`src/rtl/sync_sel_pkg.sv`:
```
package sync_sel_pkg;

    // control word bit positions (host write port)
    localparam int CTL_AUTO = 0;
    localparam int CTL_VSEL = 1;
    localparam int CTL_CLR  = 2;
    localparam int CTL_W    = 3;

    typedef enum logic {
        SRC_PURE = 1'b0,
        SRC_EXTR = 1'b1
    } vsrc_e;

    typedef enum logic {
        FLG_ARMED  = 1'b0,
        FLG_CAUGHT = 1'b1
    } flag_st_e;

endpackage

```
`src/rtl/sync_pol_meas.sv`:
```
module sync_pol_meas #(
    parameter int WIN = 32
) (
    input  logic clk,
    input  logic rst_n,
    input  logic raw_in,
    output logic pol
);
    localparam int CW = $clog2(WIN);
    localparam int AW = $clog2(WIN + 1) + 1;
    localparam logic [CW-1:0] LAST = CW'(WIN - 1);
    localparam logic signed [AW-1:0] ONE = AW'(1);

    logic [CW-1:0]        cnt;
    logic signed [AW-1:0] acc;
    logic signed [AW-1:0] acc_nx;
    logic                 mostly_high;

    always_comb begin
        acc_nx      = raw_in ? acc + ONE : acc - ONE;
        mostly_high = !acc_nx[AW-1] && (acc_nx != '0);
    end

    always_ff @(posedge clk) begin
        if (!rst_n) begin
            cnt <= '0;
            acc <= '0;
            pol <= 1'b0;
        end else if (cnt == LAST) begin
            cnt <= '0;
            acc <= '0;
            pol <= mostly_high;
        end else begin
            cnt <= cnt + CW'(1);
            acc <= acc_nx;
        end
    end

    // polarity only moves at the window boundary
    a_r4_pol_hold: assert property (@(posedge clk) disable iff (!rst_n)
        (cnt != LAST) |=> $stable(pol));

    // accumulator restarts each window
    a_r4_acc_restart: assert property (@(posedge clk) disable iff (!rst_n)
        (cnt == LAST) |=> (acc == '0));

endmodule

```
`src/rtl/sync_presence_flag.sv`:
```
module sync_presence_flag
    import sync_sel_pkg::*;
(
    input  logic clk,
    input  logic rst_n,
    input  logic sig,
    input  logic clr,
    output logic flag
);
    flag_st_e state;
    flag_st_e state_nx;
    logic     prev;
    logic     rise;

    assign rise = sig & ~prev;

    // state register
    always_ff @(posedge clk) begin
        if (!rst_n) begin
            state <= FLG_ARMED;
            prev  <= 1'b1;
        end else begin
            state <= state_nx;
            prev  <= sig;
        end
    end

    // next state
    always_comb begin
        state_nx = state;
        unique case (state)
            FLG_ARMED:  if (!clr && rise) state_nx = FLG_CAUGHT;
            FLG_CAUGHT: if (clr)          state_nx = FLG_ARMED;
            default:                      state_nx = FLG_ARMED;
        endcase
    end

    // outputs
    always_comb begin
        flag = (state == FLG_CAUGHT);
    end

    a_r2_sticky: assert property (@(posedge clk) disable iff (!rst_n)
        (flag && !clr) |=> flag);

    a_r2_set_on_rise: assert property (@(posedge clk) disable iff (!rst_n)
        (rise && !clr) |=> flag);

    a_r3_clear: assert property (@(posedge clk) disable iff (!rst_n)
        clr |=> !flag);

endmodule

```
`src/rtl/sync_v_extract.sv`:
```
module sync_v_extract #(
    parameter int IW = 4
) (
    input  logic          clk,
    input  logic          rst_n,
    input  logic          hv_pos,
    input  logic [IW-1:0] thresh,
    output logic          vext
);
    localparam logic [IW-1:0] MAXV = '1;

    logic [IW-1:0] integ;

    always_ff @(posedge clk) begin
        if (!rst_n) begin
            integ <= '0;
        end else if (hv_pos) begin
            if (integ != MAXV) integ <= integ + IW'(1);
        end else begin
            if (integ != '0) integ <= integ - IW'(1);
        end
    end

    always_comb begin
        vext = (integ >= thresh);
    end

    a_r6_sat_top: assert property (@(posedge clk) disable iff (!rst_n)
        (integ == MAXV && hv_pos) |=> (integ == MAXV));

    a_r6_sat_bottom: assert property (@(posedge clk) disable iff (!rst_n)
        (integ == '0 && !hv_pos) |=> (integ == '0));

    a_r6_step_one: assert property (@(posedge clk) disable iff (!rst_n)
        (hv_pos && integ != MAXV) |=> (integ == $past(integ) + IW'(1)));

endmodule

```
`src/rtl/sync_src_select.sv`:
```
module sync_src_select
    import sync_sel_pkg::*;
(
    input  logic clk,
    input  logic rst_n,
    input  logic auto_en,
    input  logic host_wr,
    input  logic host_sel,
    input  logic have_v,
    input  logic have_ext,
    output logic sel
);
    vsrc_e state;
    vsrc_e state_nx;

    // state register
    always_ff @(posedge clk) begin
        if (!rst_n) state <= SRC_PURE;
        else        state <= state_nx;
    end

    // next state
    always_comb begin
        state_nx = state;
        if (host_wr) begin
            state_nx = host_sel ? SRC_EXTR : SRC_PURE;
        end else if (auto_en) begin
            unique case (state)
                SRC_PURE: if (have_ext && !have_v) state_nx = SRC_EXTR;
                SRC_EXTR: if (have_v && !have_ext) state_nx = SRC_PURE;
                default:                           state_nx = SRC_PURE;
            endcase
        end
    end

    // outputs
    always_comb begin
        sel = (state == SRC_EXTR);
    end

    a_r8_hold_both: assert property (@(posedge clk) disable iff (!rst_n)
        (auto_en && !host_wr && have_v && have_ext) |=> $stable(sel));

    a_r8_hold_none: assert property (@(posedge clk) disable iff (!rst_n)
        (auto_en && !host_wr && !have_v && !have_ext) |=> $stable(sel));

    a_r8_only_ext: assert property (@(posedge clk) disable iff (!rst_n)
        (auto_en && !host_wr && have_ext && !have_v) |=> sel);

    a_r8_only_v: assert property (@(posedge clk) disable iff (!rst_n)
        (auto_en && !host_wr && have_v && !have_ext) |=> !sel);

    a_r7_manual: assert property (@(posedge clk) disable iff (!rst_n)
        host_wr |=> (sel == $past(host_sel)));

endmodule

```
`src/rtl/sync_sel_top.sv`:
```
module sync_sel_top
    import sync_sel_pkg::*;
#(
    parameter int WIN = 32,
    parameter int IW  = 4
) (
    input  logic              clk,
    input  logic              rst_n,
    input  logic              hv_in,
    input  logic              v_in,
    input  logic              wr_ack,
    input  logic [CTL_W-1:0]  wr_data,
    input  logic [IW-1:0]     ext_thresh,
    output logic              h_out,
    output logic              vext_out,
    output logic              v_out,
    output logic              pol_hv,
    output logic              pol_v,
    output logic              flag_v,
    output logic              flag_hv,
    output logic              flag_ext,
    output logic              vsel,
    output logic              auto_mode
);
    logic hv_pos;
    logic v_pos;
    logic clr_all;
    logic host_wr;

    // polarity measurement, one per input line
    sync_pol_meas #(.WIN(WIN)) u_pol_hv (
        .clk(clk), .rst_n(rst_n), .raw_in(hv_in), .pol(pol_hv)
    );
    sync_pol_meas #(.WIN(WIN)) u_pol_v (
        .clk(clk), .rst_n(rst_n), .raw_in(v_in), .pol(pol_v)
    );

    assign hv_pos = hv_in ^ pol_hv;
    assign v_pos  = v_in ^ pol_v;
    assign h_out  = hv_pos;

    sync_v_extract #(.IW(IW)) u_extract (
        .clk(clk), .rst_n(rst_n), .hv_pos(hv_pos),
        .thresh(ext_thresh), .vext(vext_out)
    );

    // control write decode
    assign clr_all = wr_ack & wr_data[CTL_CLR];
    assign host_wr = wr_ack & ~wr_data[CTL_AUTO];

    always_ff @(posedge clk) begin
        if (!rst_n)      auto_mode <= 1'b0;
        else if (wr_ack) auto_mode <= wr_data[CTL_AUTO];
    end

    sync_presence_flag u_flag_v (
        .clk(clk), .rst_n(rst_n), .sig(v_pos), .clr(clr_all), .flag(flag_v)
    );
    sync_presence_flag u_flag_hv (
        .clk(clk), .rst_n(rst_n), .sig(hv_pos), .clr(clr_all), .flag(flag_hv)
    );
    sync_presence_flag u_flag_ext (
        .clk(clk), .rst_n(rst_n), .sig(vext_out), .clr(clr_all), .flag(flag_ext)
    );

    sync_src_select u_select (
        .clk(clk), .rst_n(rst_n), .auto_en(auto_mode),
        .host_wr(host_wr), .host_sel(wr_data[CTL_VSEL]),
        .have_v(flag_v), .have_ext(flag_ext), .sel(vsel)
    );

    assign v_out = vsel ? vext_out : v_pos;

    a_r10_auto_load: assert property (@(posedge clk) disable iff (!rst_n)
        wr_ack |=> (auto_mode == $past(wr_data[CTL_AUTO])));

    a_r10_auto_keep: assert property (@(posedge clk) disable iff (!rst_n)
        !wr_ack |=> $stable(auto_mode));

    a_r3_all_clear: assert property (@(posedge clk) disable iff (!rst_n)
        clr_all |=> (!flag_v && !flag_hv && !flag_ext));

endmodule

```
`config.mk`:
```
export PLATFORM = sky130hd
export DESIGN_NAME = sync_sel_top
export DESIGN_NICKNAME = d
export VERILOG_FILES = /design/src/rtl/sync_sel_pkg.sv /design/src/rtl/sync_pol_meas.sv /design/src/rtl/sync_presence_flag.sv /design/src/rtl/sync_v_extract.sv /design/src/rtl/sync_src_select.sv /design/src/rtl/sync_sel_top.sv
export SDC_FILE = /design/constraint.sdc
export NUM_CORES = 1
export LEC_CHECK = 0
export ABC_CLOCK_PERIOD_IN_PS = 2300
export BUFFER_PORTS_ARGS = -buffer_cell sky130_fd_sc_hd__clkbuf_2
export CAP_MARGIN = 20
export CORE_MARGIN = 4
export CORE_UTILIZATION = 40
export DETAILED_ROUTE_END_ITERATION = 8
export MAX_ROUTING_LAYER = met4
export PLACE_DENSITY = 0.59
export SLEW_MARGIN = 20
export SYNTH_ARGS = -nofsm -noshare
export SYNTH_HDL_FRONTEND = slang
export SYNTH_SLANG_ARGS = --single-unit
export TNS_END_PERCENT = 1
```
`constraint.sdc`:
```
create_clock -name clk -period 2.3 [get_ports clk]
set_input_delay 0.46 -clock clk [delete_from_list [all_inputs] [get_ports clk]]
set_output_delay 0.46 -clock clk [all_outputs]
set_load 0.1 [all_outputs]
```
# Word-level counts from Yosys, hierarchy flattened
# Cells that the tools add are included.
[word_totals] reg_bits=38 latch_bits=0 mem_bits_rw=0 mem_bits_ro=0 input_bits=12 output_inout_bits=10 wordCells=83 memories=0
[classes] add_sub_neg=8 multipliers=0 div=0 magnitude_cmp=1 eq_ne=4 n_shift=0 muxes=19 bitwise=16 n_reduce_logical=20
[ops] op="7-bit by 2-bit adder with 7-bit output (second input constant)" count=2
[ops] op="7-bit 2-to-1 mux" count=2
[ops] op="7-bit nonzero test" count=2
[ops] op="7-bit by 2-bit subtractor with 7-bit output (second input constant)" count=2
[ops] op="4-bit 2-to-1 mux" count=3
[ops] op="5-bit by 1-bit adder with 5-bit output (second input constant)" count=2
[ops] op="5-bit == test (second input constant)" count=2
[ops] op="1-bit 2-to-1 mux" count=10
[ops] op="1-bit inverter" count=9
[ops] op="1-bit one-hot mux with 2 select lines" count=4
[ops] op="1-bit logical AND" count=7
[ops] op="1-bit AND" count=5
[ops] op="1-bit zero test" count=5
[ops] op="4-bit by 1-bit adder with 4-bit output (second input constant)" count=1
[ops] op="4-bit greater-or-equal comparator" count=1
[ops] op="4-bit inequality test (second input constant)" count=1
[ops] op="2-bit nonzero test" count=2
[ops] op="4-bit nonzero test" count=1
[ops] op="2-bit OR reduction" count=2
[ops] op="4-bit by 1-bit subtractor with 4-bit output (second input constant)" count=1
[ops] op="2-bit inequality test (second input constant)" count=1
[ops] op="2-bit AND reduction" count=1
[ops] op="1-bit bitwise XOR" count=2

# Depth between registers and ports, before layout
# Gate-level depths: netlist of run 1.
[logic_depth] depth_word=6 depth_mapped=7

# Hierarchy
# A second synthesis of run 1 with hierarchy kept.
[hier_totals] hier_cells=211 area_unflattened_um2=1999.4
[modules_own_cells] mod="sync_pol_meas" instances=2 cells_per_inst=71 area_per_inst_um2=665.6
[modules_own_cells] mod="sync_v_extract" instances=1 cells_per_inst=35 area_per_inst_um2=337.8
[modules_own_cells] mod="sync_presence_flag" instances=3 cells_per_inst=6 area_per_inst_um2=66.3
[modules_own_cells] mod="sync_sel_top" instances=1 cells_per_inst=8 area_per_inst_um2=77.6
[modules_own_cells] mod="sync_src_select" instances=1 cells_per_inst=8 area_per_inst_um2=53.8

# Worst setup path after synthesis of run 1
# No wires, ideal clock.
[synth_timing] kind="register to output" startpoint="register u_pol_v.pol" endpoint="output port v_out" arrival_time_ns=2.700 required_ns=1.840 path_slack_ns=-0.860 stages_incl_launch_ff=3 path_cell_list="dfxtp_1 > xnor2_1 > mux2i_1"
[synth_between] elab_chain_cells=2
[synth_rtl] item="start: declaration" line="sync_pol_meas.sv:7" rtl="output logic pol"
[synth_rtl] item="start signal: assignment" line="sync_pol_meas.sv:32" rtl="pol <= mostly_high;"
[synth_rtl] item="1-bit bitwise XOR" line="sync_sel_top.sv:39" rtl="assign v_pos = v_in ^ pol_v;"
[synth_rtl] item="1-bit 2-to-1 mux" line="sync_sel_top.sv:72" rtl="assign v_out = vsel ? vext_out : v_pos;"
[synth_rtl] item="end: declaration" line="sync_sel_top.sv:16" rtl="output logic v_out,"
# Every way passes these cells.

# Worst setup path in the final report of run 1
[layout_timing] startpoint="register u_extract.integ[0]" endpoint="output port v_out"
[layout_between] elab_chain_cells=2
[layout_rtl] item="start: declaration" line="sync_v_extract.sv:12" rtl="logic [IW-1:0] integ;"
[layout_rtl] item="start signal: assignment" line="sync_v_extract.sv:18" rtl="if (integ != MAXV) integ <= integ + IW'(1);"
[layout_rtl] item="start signal: assignment" line="sync_v_extract.sv:20" rtl="if (integ != '0) integ <= integ - IW'(1);"
[layout_rtl] item="4-bit greater-or-equal comparator" line="sync_v_extract.sv:25" rtl="vext = (integ >= thresh);"
[layout_rtl] item="1-bit 2-to-1 mux" line="sync_sel_top.sv:72"
# Every way passes these cells.

==> impl_results.md, run 1 <==
* Crit Path Max Fanout at 3
* First-pass GRT wire length at roughly 6000 µm
* Final worst clock skew at around 4.1 ps
* Clk sinks at 38
* Skew-Pair Late Insertion Delay at roughly 280 ps
* Layout cell share with drive strength beyond 1 at 0.207
* Post-DR vias/cell at 4.73
* CP cell instances: inv_2 > ha_4 > nand2b_4 > a21o_1 > a21o_1 > a21oi_2 > buf_4 > mux2i_4 > buf_12
* Final hold viol count at 0
* CTS tree: done
* Worst stage delay on the critical path at 340 ps
* PD cells at 1040 nW/µm²
* Final min period at 2260 ps
* Drt drc at 0
* Hold Path Class: reg -> reg
* Vias in the first global route at between 1000 and 1500
* Unrepaired setup endpoints after global routing: yes
* Worst EP arrival at between 1500 and 2000 ps
* Seq/Total Area, Yosys at 0.389
* Mapped Nets at between 200 and 250
* Commonest non-fill, non-tap cell in the layout: dfxtp_1
* Hold WS at roughly 440 ps
* Placed insts at 307
* GR Util All Layers at 0.126
* Synth Cell Area at 1950 µm²
* Area leader, netlist: dfxtp_1
* Startpoint types: flip-flop
* Final setup violation count at 0
* Antenna fix cells at 0
* Reg clk slew, reported paths at 70 ps
* #FFs+latches synth at 38
* TritonCTS Buffers at 5
* CP bufs+invs at 3
* Initial antenna violation count at 0
* Final WL at 3400 µm
* Routed length per placed instance at 10.7 µm
* Synth Warn # at 0
* MaxCap Viol Count at 0
* Post-synthesis cell type count at 31
* Cells after Synth at roughly 210
* Area added between synthesis and finish at 22.5%
* Status: complete, no violations
* Hold Buf Count CTS at 0
* Core Box Area at around 4700 µm²
* Slew @ Worst Pin at between 500 and 600 ps
* Leak at about 1.1 nW
* I/O Buffers at 21
* Worst Path Required at between 1500 and 2000 ps
* Initial Util at 0.414
* Pins Over Slew Limit at 0
* Finished Layout Cells at 318
* Post-DP HPWL at roughly 2600 µm
* Synth area leaders: dfxtp_1 39%, ha_1 14%, nor2_1 6.5%, xnor2_1 5.4%, inv_1 3.8%
* GP Congestion at around 0.76
* Syn avg cell area at 9.22 µm²
* I/O pins at 22
* Slew Limit Headroom at 0.637
* Fmax at 0.442 GHz
* Worst Setup End Kind: output pin
* Height of the chip at 77.9 µm
* Setup CP Type: reg -> out
* CP max-delay cell: dfxtp_2
* Die width at 77.9 µm
* VDD IR max at 0.464 mV
* GRT overflow at 0
* Tcrit/Tclk final at 0.985
* Die area at around 6000 µm²
* Iter 0 DRT Violations at 55
* Most frequent cells in the layout: 35 x dfxtp_1, 34 x nor2_1, 21 x ha_1, 19 x inv_1, 18 x clkbuf_2
* Row count at 25
* Pre-Repair DR Iteration Count at 4
* H-Tree Depth at 2
* Most common cell on crit path: a21o_1
* Clock Root Buffer: clkbuf_8
* Cell family with most CP delay: compound AO/OA/AOI/OAI gates
* Vias post-DR at 1503
* CTS Buffer Depth at 2
* Worst reg2reg setup slack at 440 ps
* Antenna-violating nets left at 0
* Largest net degree at the start of global routing at 16
* Top cell type's share of synthesized area at 0.389
* Nets at ~290
sequential cells by signal, indices dropped and copies added (netlist names), 4 cells and up:
register / flops
u_pol_v.cnt: 5
u_extract.integ: 4
u_pol_hv.cnt: 5
u_pol_v.acc: 7
u_pol_hv.acc: 7
cell families (layout without fill, tap and decap cells):
| logic type | count (synthesis) | count (layout) | synth area share |
|---|---|---|---|
| buf+inv | 23 | 62 | 0.0442 |
| compound gates | 37 | 37 | 0.125 |
| simple gates | 69 | 69 | 0.175 |
| xor+xnor | 18 | 18 | 0.0845 |
| fa+ha+maj | 25 | 25 | 0.172 |
| mux | 2 | 2 | 0.0102 |
| flops | 38 | 38 | 0.389 |
layer usage:
metal / vias to the layer above / part of all wire / wire length, µm / track usage
li1: 795 / - / - / -
met1: 681 / 0.48 / 1620 / 0.141
met2: 21 / 0.46 / 1580 / 0.210
met3: 6 / 0.043 / 145 / 0.0394
met4: 0 / 0.016 / 56 / 0.0472
met5: - / 0 / 0 / -
through the flow:
| step | TNS, ps | cell area (µm²) | util | setup WS (ps) | power [mW] |
|---|---|---|---|---|---|
| 2_1_floorplan | -198 | 1970 | - | -115 | 1.68 |
| 3_3_place_gp | 0 | 2250 | 0.477 | 16.6 | 1.96 |
| 3_5_place_dp | 0 | 2250 | 0.477 | 14.8 | 1.98 |
| 4_1_cts | 0 | 2380 | 0.504 | 19.8 | 2.50 |
| 5_1_grt | -75.1 | 2390 | 0.507 | -52.3 | 2.67 |
| 6_report | 0 | 2390 | 0.507 | 35.2 | 2.48 |
cells in the mapped netlist:
| master | n |
|---|---|
| o21a_1 | 2 |
| a21boi_0 | 1 |
| nor4_1 | 1 |
| clkbuf_1 | 3 |
| ha_1 | 22 |
| xor2_1 | 5 |
| fa_1 | 3 |
| and3b_1 | 2 |
| nand2b_1 | 5 |
| a211oi_1 | 4 |
| a41o_2 | 1 |
| mux2i_1 | 2 |
| a21o_1 | 3 |
| or4_4 | 1 |
| and3_1 | 2 |
| dfxtp_1 | 38 |
| o21ai_0 | 11 |
| nand4b_1 | 2 |
| nor2b_1 | 2 |
| xnor2_2 | 1 |
| inv_1 | 20 |
| nand2_1 | 12 |
| a41o_1 | 2 |
| a21oi_1 | 6 |
| xnor2_1 | 12 |
| nor2_1 | 34 |
| nand3_1 | 2 |
| or4b_1 | 2 |
| nor3b_1 | 4 |
| a31oi_1 | 5 |
| o2111a_1 | 2 |
worst reg2reg max path: stages (launching register included):
cell and delay, ps:
dfxtp_1 360, fa_1 420, a211oi_1 290, o21ai_0 160, a21oi_1 200, xnor2_1 100
a41o_1 230
timing repair:
item | CTS | global route
setup endpoints to repair | 2 | 2
resized for setup | 5 | 1
setup buffers | 2 | 1
pin swaps | 3 | 0
cloned | 0 | 0
power breakdown:
group          internal (mW)  switching (mW)  leakage, nW
sequential             0.796          0.0760        0.315
clock                  0.242           0.223       0.0482
combinational          0.524           0.618        0.764
path summary, 6_finish.rpt:
path | startpoint | end | cells after the start
max | u_extract.integ[0] | v_out | 9
min | u_pol_v.cnt[0] | u_pol_v.cnt[0] | 1
max reg2reg | u_pol_v.acc[0] | u_pol_v.pol | 6
min reg2reg | u_pol_v.cnt[0] | u_pol_v.cnt[0] | 1
cell type report:
type / instances / area (µm²)
Fill cell: 462 / 2330
Multi-Input combinational cell: 151 / 1140
Sequential cell: 38 / 764
Timing Repair Buffer: 34 / 235
Clock buffer: 7 / 86.3
Tap cell: 67 / 83.8
Inverter: 20 / 75.1
Clock inverter: 1 / 5.00
Power figures use the tool's default switching activity.
==> inputs of run 2 (changes only) <==
--- a/config.mk
+++ b/config.mk
@@ -5,7 +5,7 @@
 export SDC_FILE = /design/constraint.sdc
 export NUM_CORES = 1
 export LEC_CHECK = 0
-export ABC_CLOCK_PERIOD_IN_PS = 2300
+export ABC_CLOCK_PERIOD_IN_PS = 2400
 export BUFFER_PORTS_ARGS = -buffer_cell sky130_fd_sc_hd__clkbuf_2
 export CAP_MARGIN = 20
 export CORE_MARGIN = 4
==> constraint.sdc (replaced) <==
create_clock -name clk -period 2.4 [get_ports clk]
set_input_delay 0.48 -clock clk [delete_from_list [all_inputs] [get_ports clk]]
set_output_delay 0.48 -clock clk [all_outputs]
set_load 0.1 [all_outputs]
==> impl_results.md, run 2 (same netlist as run 1, synthesis figures left out) <==
* Critical hold path startpoint: u_pol_v.cnt[0] (unchanged)
* GRT overflow at 0 (unchanged)
* Reg clk slew, reported paths at 70 ps (about the same)
* Met1 wire length at 1610 µm (was 1620 µm)
* Layout cell share with drive strength beyond 1 at 0.192 (was 0.207)
* Most frequent cells in the layout: 35 x dfxtp_1, 34 x nor2_1, 21 x ha_1, 19 x inv_1, 19 x clkbuf_2 (was 35 x dfxtp_1, 34 x nor2_1, 21 x ha_1, 19 x inv_1, 18 x clkbuf_2)
* FF-to-FF path depth at 6 (unchanged)
* Hold Buf Count CTS at 0 (unchanged)
* Pins Over Slew Limit at 0 (unchanged)
* Worst reg2reg setup slack at 550 ps (was 440 ps)
* Final WL at 3190 µm (was 3400 µm)
* VDD IR max at 0.419 mV (was 0.464 mV)
* Post-DR vias/cell at 4.65 (was 4.73)
* Initial Util at 0.414 (unchanged)
* Crit. Startpoint: u_extract.integ[0] (unchanged)
* Crit Path Max Fanout at 3 (unchanged)
* CTS tree: done (unchanged)
* Leak at 1.11 nW (was 1.13 nW)
* Setup CP Type: reg -> out (unchanged)
* Overall Power at 2.39 mW (was 2.48 mW)
* Antenna fix cells at 0 (unchanged)
* Die width at 77.9 µm (unchanged)
* Clock Root Buffer: clkbuf_8 (unchanged)
* Fmax at 0.437 GHz
* Final worst clock skew at 4.45 ps (was 4.06 ps)
* Reg area at 764 µm² (unchanged)
* I/O pins at 22 (unchanged)
* Vias post-DR at 1451 (was 1503)
* Largest registers: u_pol_hv.acc x7, u_pol_v.acc x7 (unchanged)
* Initial antenna violation count at 0 (unchanged)
* Worst Setup End Kind: output pin (unchanged)
* Tcrit/Tclk final at 0.953
* Hold Path Class: reg -> reg (unchanged)
* Height of the chip at 77.9 µm (unchanged)
* Post-DP HPWL at 2430 µm (was 2580 µm)
* First-pass GRT wire length at 6040 µm (was 6000 µm)
* Commonest non-fill, non-tap cell in the layout: dfxtp_1 (unchanged)
* I/O Buffers at 21 (unchanged)
* TritonCTS Buffers at 5 (unchanged)
* Final min period at ~2300 ps
* Unrepaired setup endpoints after global routing: yes (unchanged)
* Worst EP arrival at 1810 ps (was 1800 ps)
* Status: complete, no violations (unchanged)
* GP Congestion at 0.761 (was 0.760)
* Slew @ Worst Pin at 546 ps (was 547 ps)
* Die area at 6070 µm² (unchanged)
* FILL cells at 445 (was 462)
* Hold EP: u_pol_v.cnt[0] (unchanged)
* Antenna-violating nets left at 0 (unchanged)
* Slew Limit Headroom at 0.638 (was 0.637)
* Largest net degree at the start of global routing at 16 (unchanged)
* Clk sinks at 38 (unchanged)
* PD cells at 1010 nW/µm² (was 1040 nW/µm²)
* H-Tree Depth at 2 (unchanged)
* Vias in the first global route at 1408 (was 1457)
* Reg2reg start: u_pol_hv.acc[0] (was u_pol_v.acc[0])
* Final Cell Area at 2360 µm² (was 2390 µm²)
* Worst Hold Depth at 1 (unchanged)
* Max layer used: met4 (unchanged)
* GR Util All Layers at 0.124 (was 0.126)
* Routed length per placed instance at 10.2 µm (was 10.7 µm)
* Core Box Area at 4720 µm² (unchanged)
* Met2 wire length at 1440 µm (was 1580 µm)
* Worst Path Required at 1920 ps (was 1840 ps)
* Placed Area at 2210 µm² (was 2250 µm²)
* Area of the multi-input gates at 1140 µm² (unchanged)
* Drt drc at 0 (unchanged)
* Area added between synthesis and finish at 20.9% (was 22.5%)
* MaxCap Viol Count at 0 (unchanged)
* Nets at 281 (was 287)
* Routed wl met3 at 115 µm (was 145 µm)
* Final setup violation count at 0 (unchanged)
* Startpoint types: flip-flop (unchanged)
* Row count at 25 (unchanged)
* Iter 0 DRT Violations at 40 (was 55)
* Final hold viol count at 0 (unchanged)
* Skew-Pair Late Insertion Delay at 280 ps (about the same)
* RR Endpoint: u_pol_hv.pol (was u_pol_v.pol)
* Pre-Repair DR Iteration Count at 4 (unchanged)
* CTS Buffer Depth at 2 (unchanged)
## run 2: cell count changes in the layout (fill, tap and decap cells not counted)
cell / previous run / this run
buf_4: 14 / 7
bufinv_16: 0 / 1
clkbuf_1: 1 / 0
clkbuf_2: 18 / 19
clkbuf_8: 6 / 5
clkinv_2: 1 / 2
## run 2: through the flow
stage          hold slack (ps)   util  setup WS (ps)  cells  TNS (ps)
4_1_cts                    451  0.495           5.13    312         0
3_5_place_dp               437  0.467           68.8    301         0
6_report                   448  0.500            113    312         0
3_3_place_gp               431  0.467           78.7    301         0
5_1_grt                    471  0.500          -2.42    312     -2.42
2_1_floorplan              418      -          -55.1    212     -58.3
## run 2: how the worst max path moves through the flow
stage	cells past startpoint	end	slack (ps)
global placement	9	v_out	80
detailed placement	9	v_out	70
global route	9	v_out	-2
finish	9	v_out	110
CTS	9	v_out	5
floorplan	6	vext_out	-60
## run 2: timing repair
action / CTS / global route
gates resized for setup: 2 / 4
setup buffers: 3 / 0
endpoints found under the setup margin: 2 / 2
pin swaps: 1 / 3
## run 2: routing by layer
| metal | up-vias | global-route usage |
|---|---|---|
| li1 | 784 | - |
| met1 | 641 | 0.149 |
| met2 | 21 | 0.199 |
| met3 | 5 | 0.0394 |
| met4 | 0 | 0.0367 |
| met5 | - | - |
## run 2: cell type report
class / count / area share
clock inverter: 3 / 0.0169
timing repair buffer: 28 / 0.0794
multi-input combinational: 151 / 0.484
sequential: 38 / 0.323
clock buffer: 5 / 0.0291
inverter: 20 / 0.0318
tap: 67 / 0.0355
## run 2: critical path, cell delays in order, from the launching register on
cell	delay [ps]
dfxtp_2	340
inv_2	50
ha_4	200
nand2b_4	120
a21o_1	140
a21o_1	160
a21oi_2	120
buf_4	130
mux2i_4	70
buf_12	190
## run 2: power breakdown
group | leakage [nW] | switching, mW | internal [mW]
clock | 0.0579 | 0.218 | 0.306
combinational | 0.734 | 0.574 | 0.456
sequential | 0.315 | 0.0709 | 0.762
total | 1.11 | 0.863 | 1.52
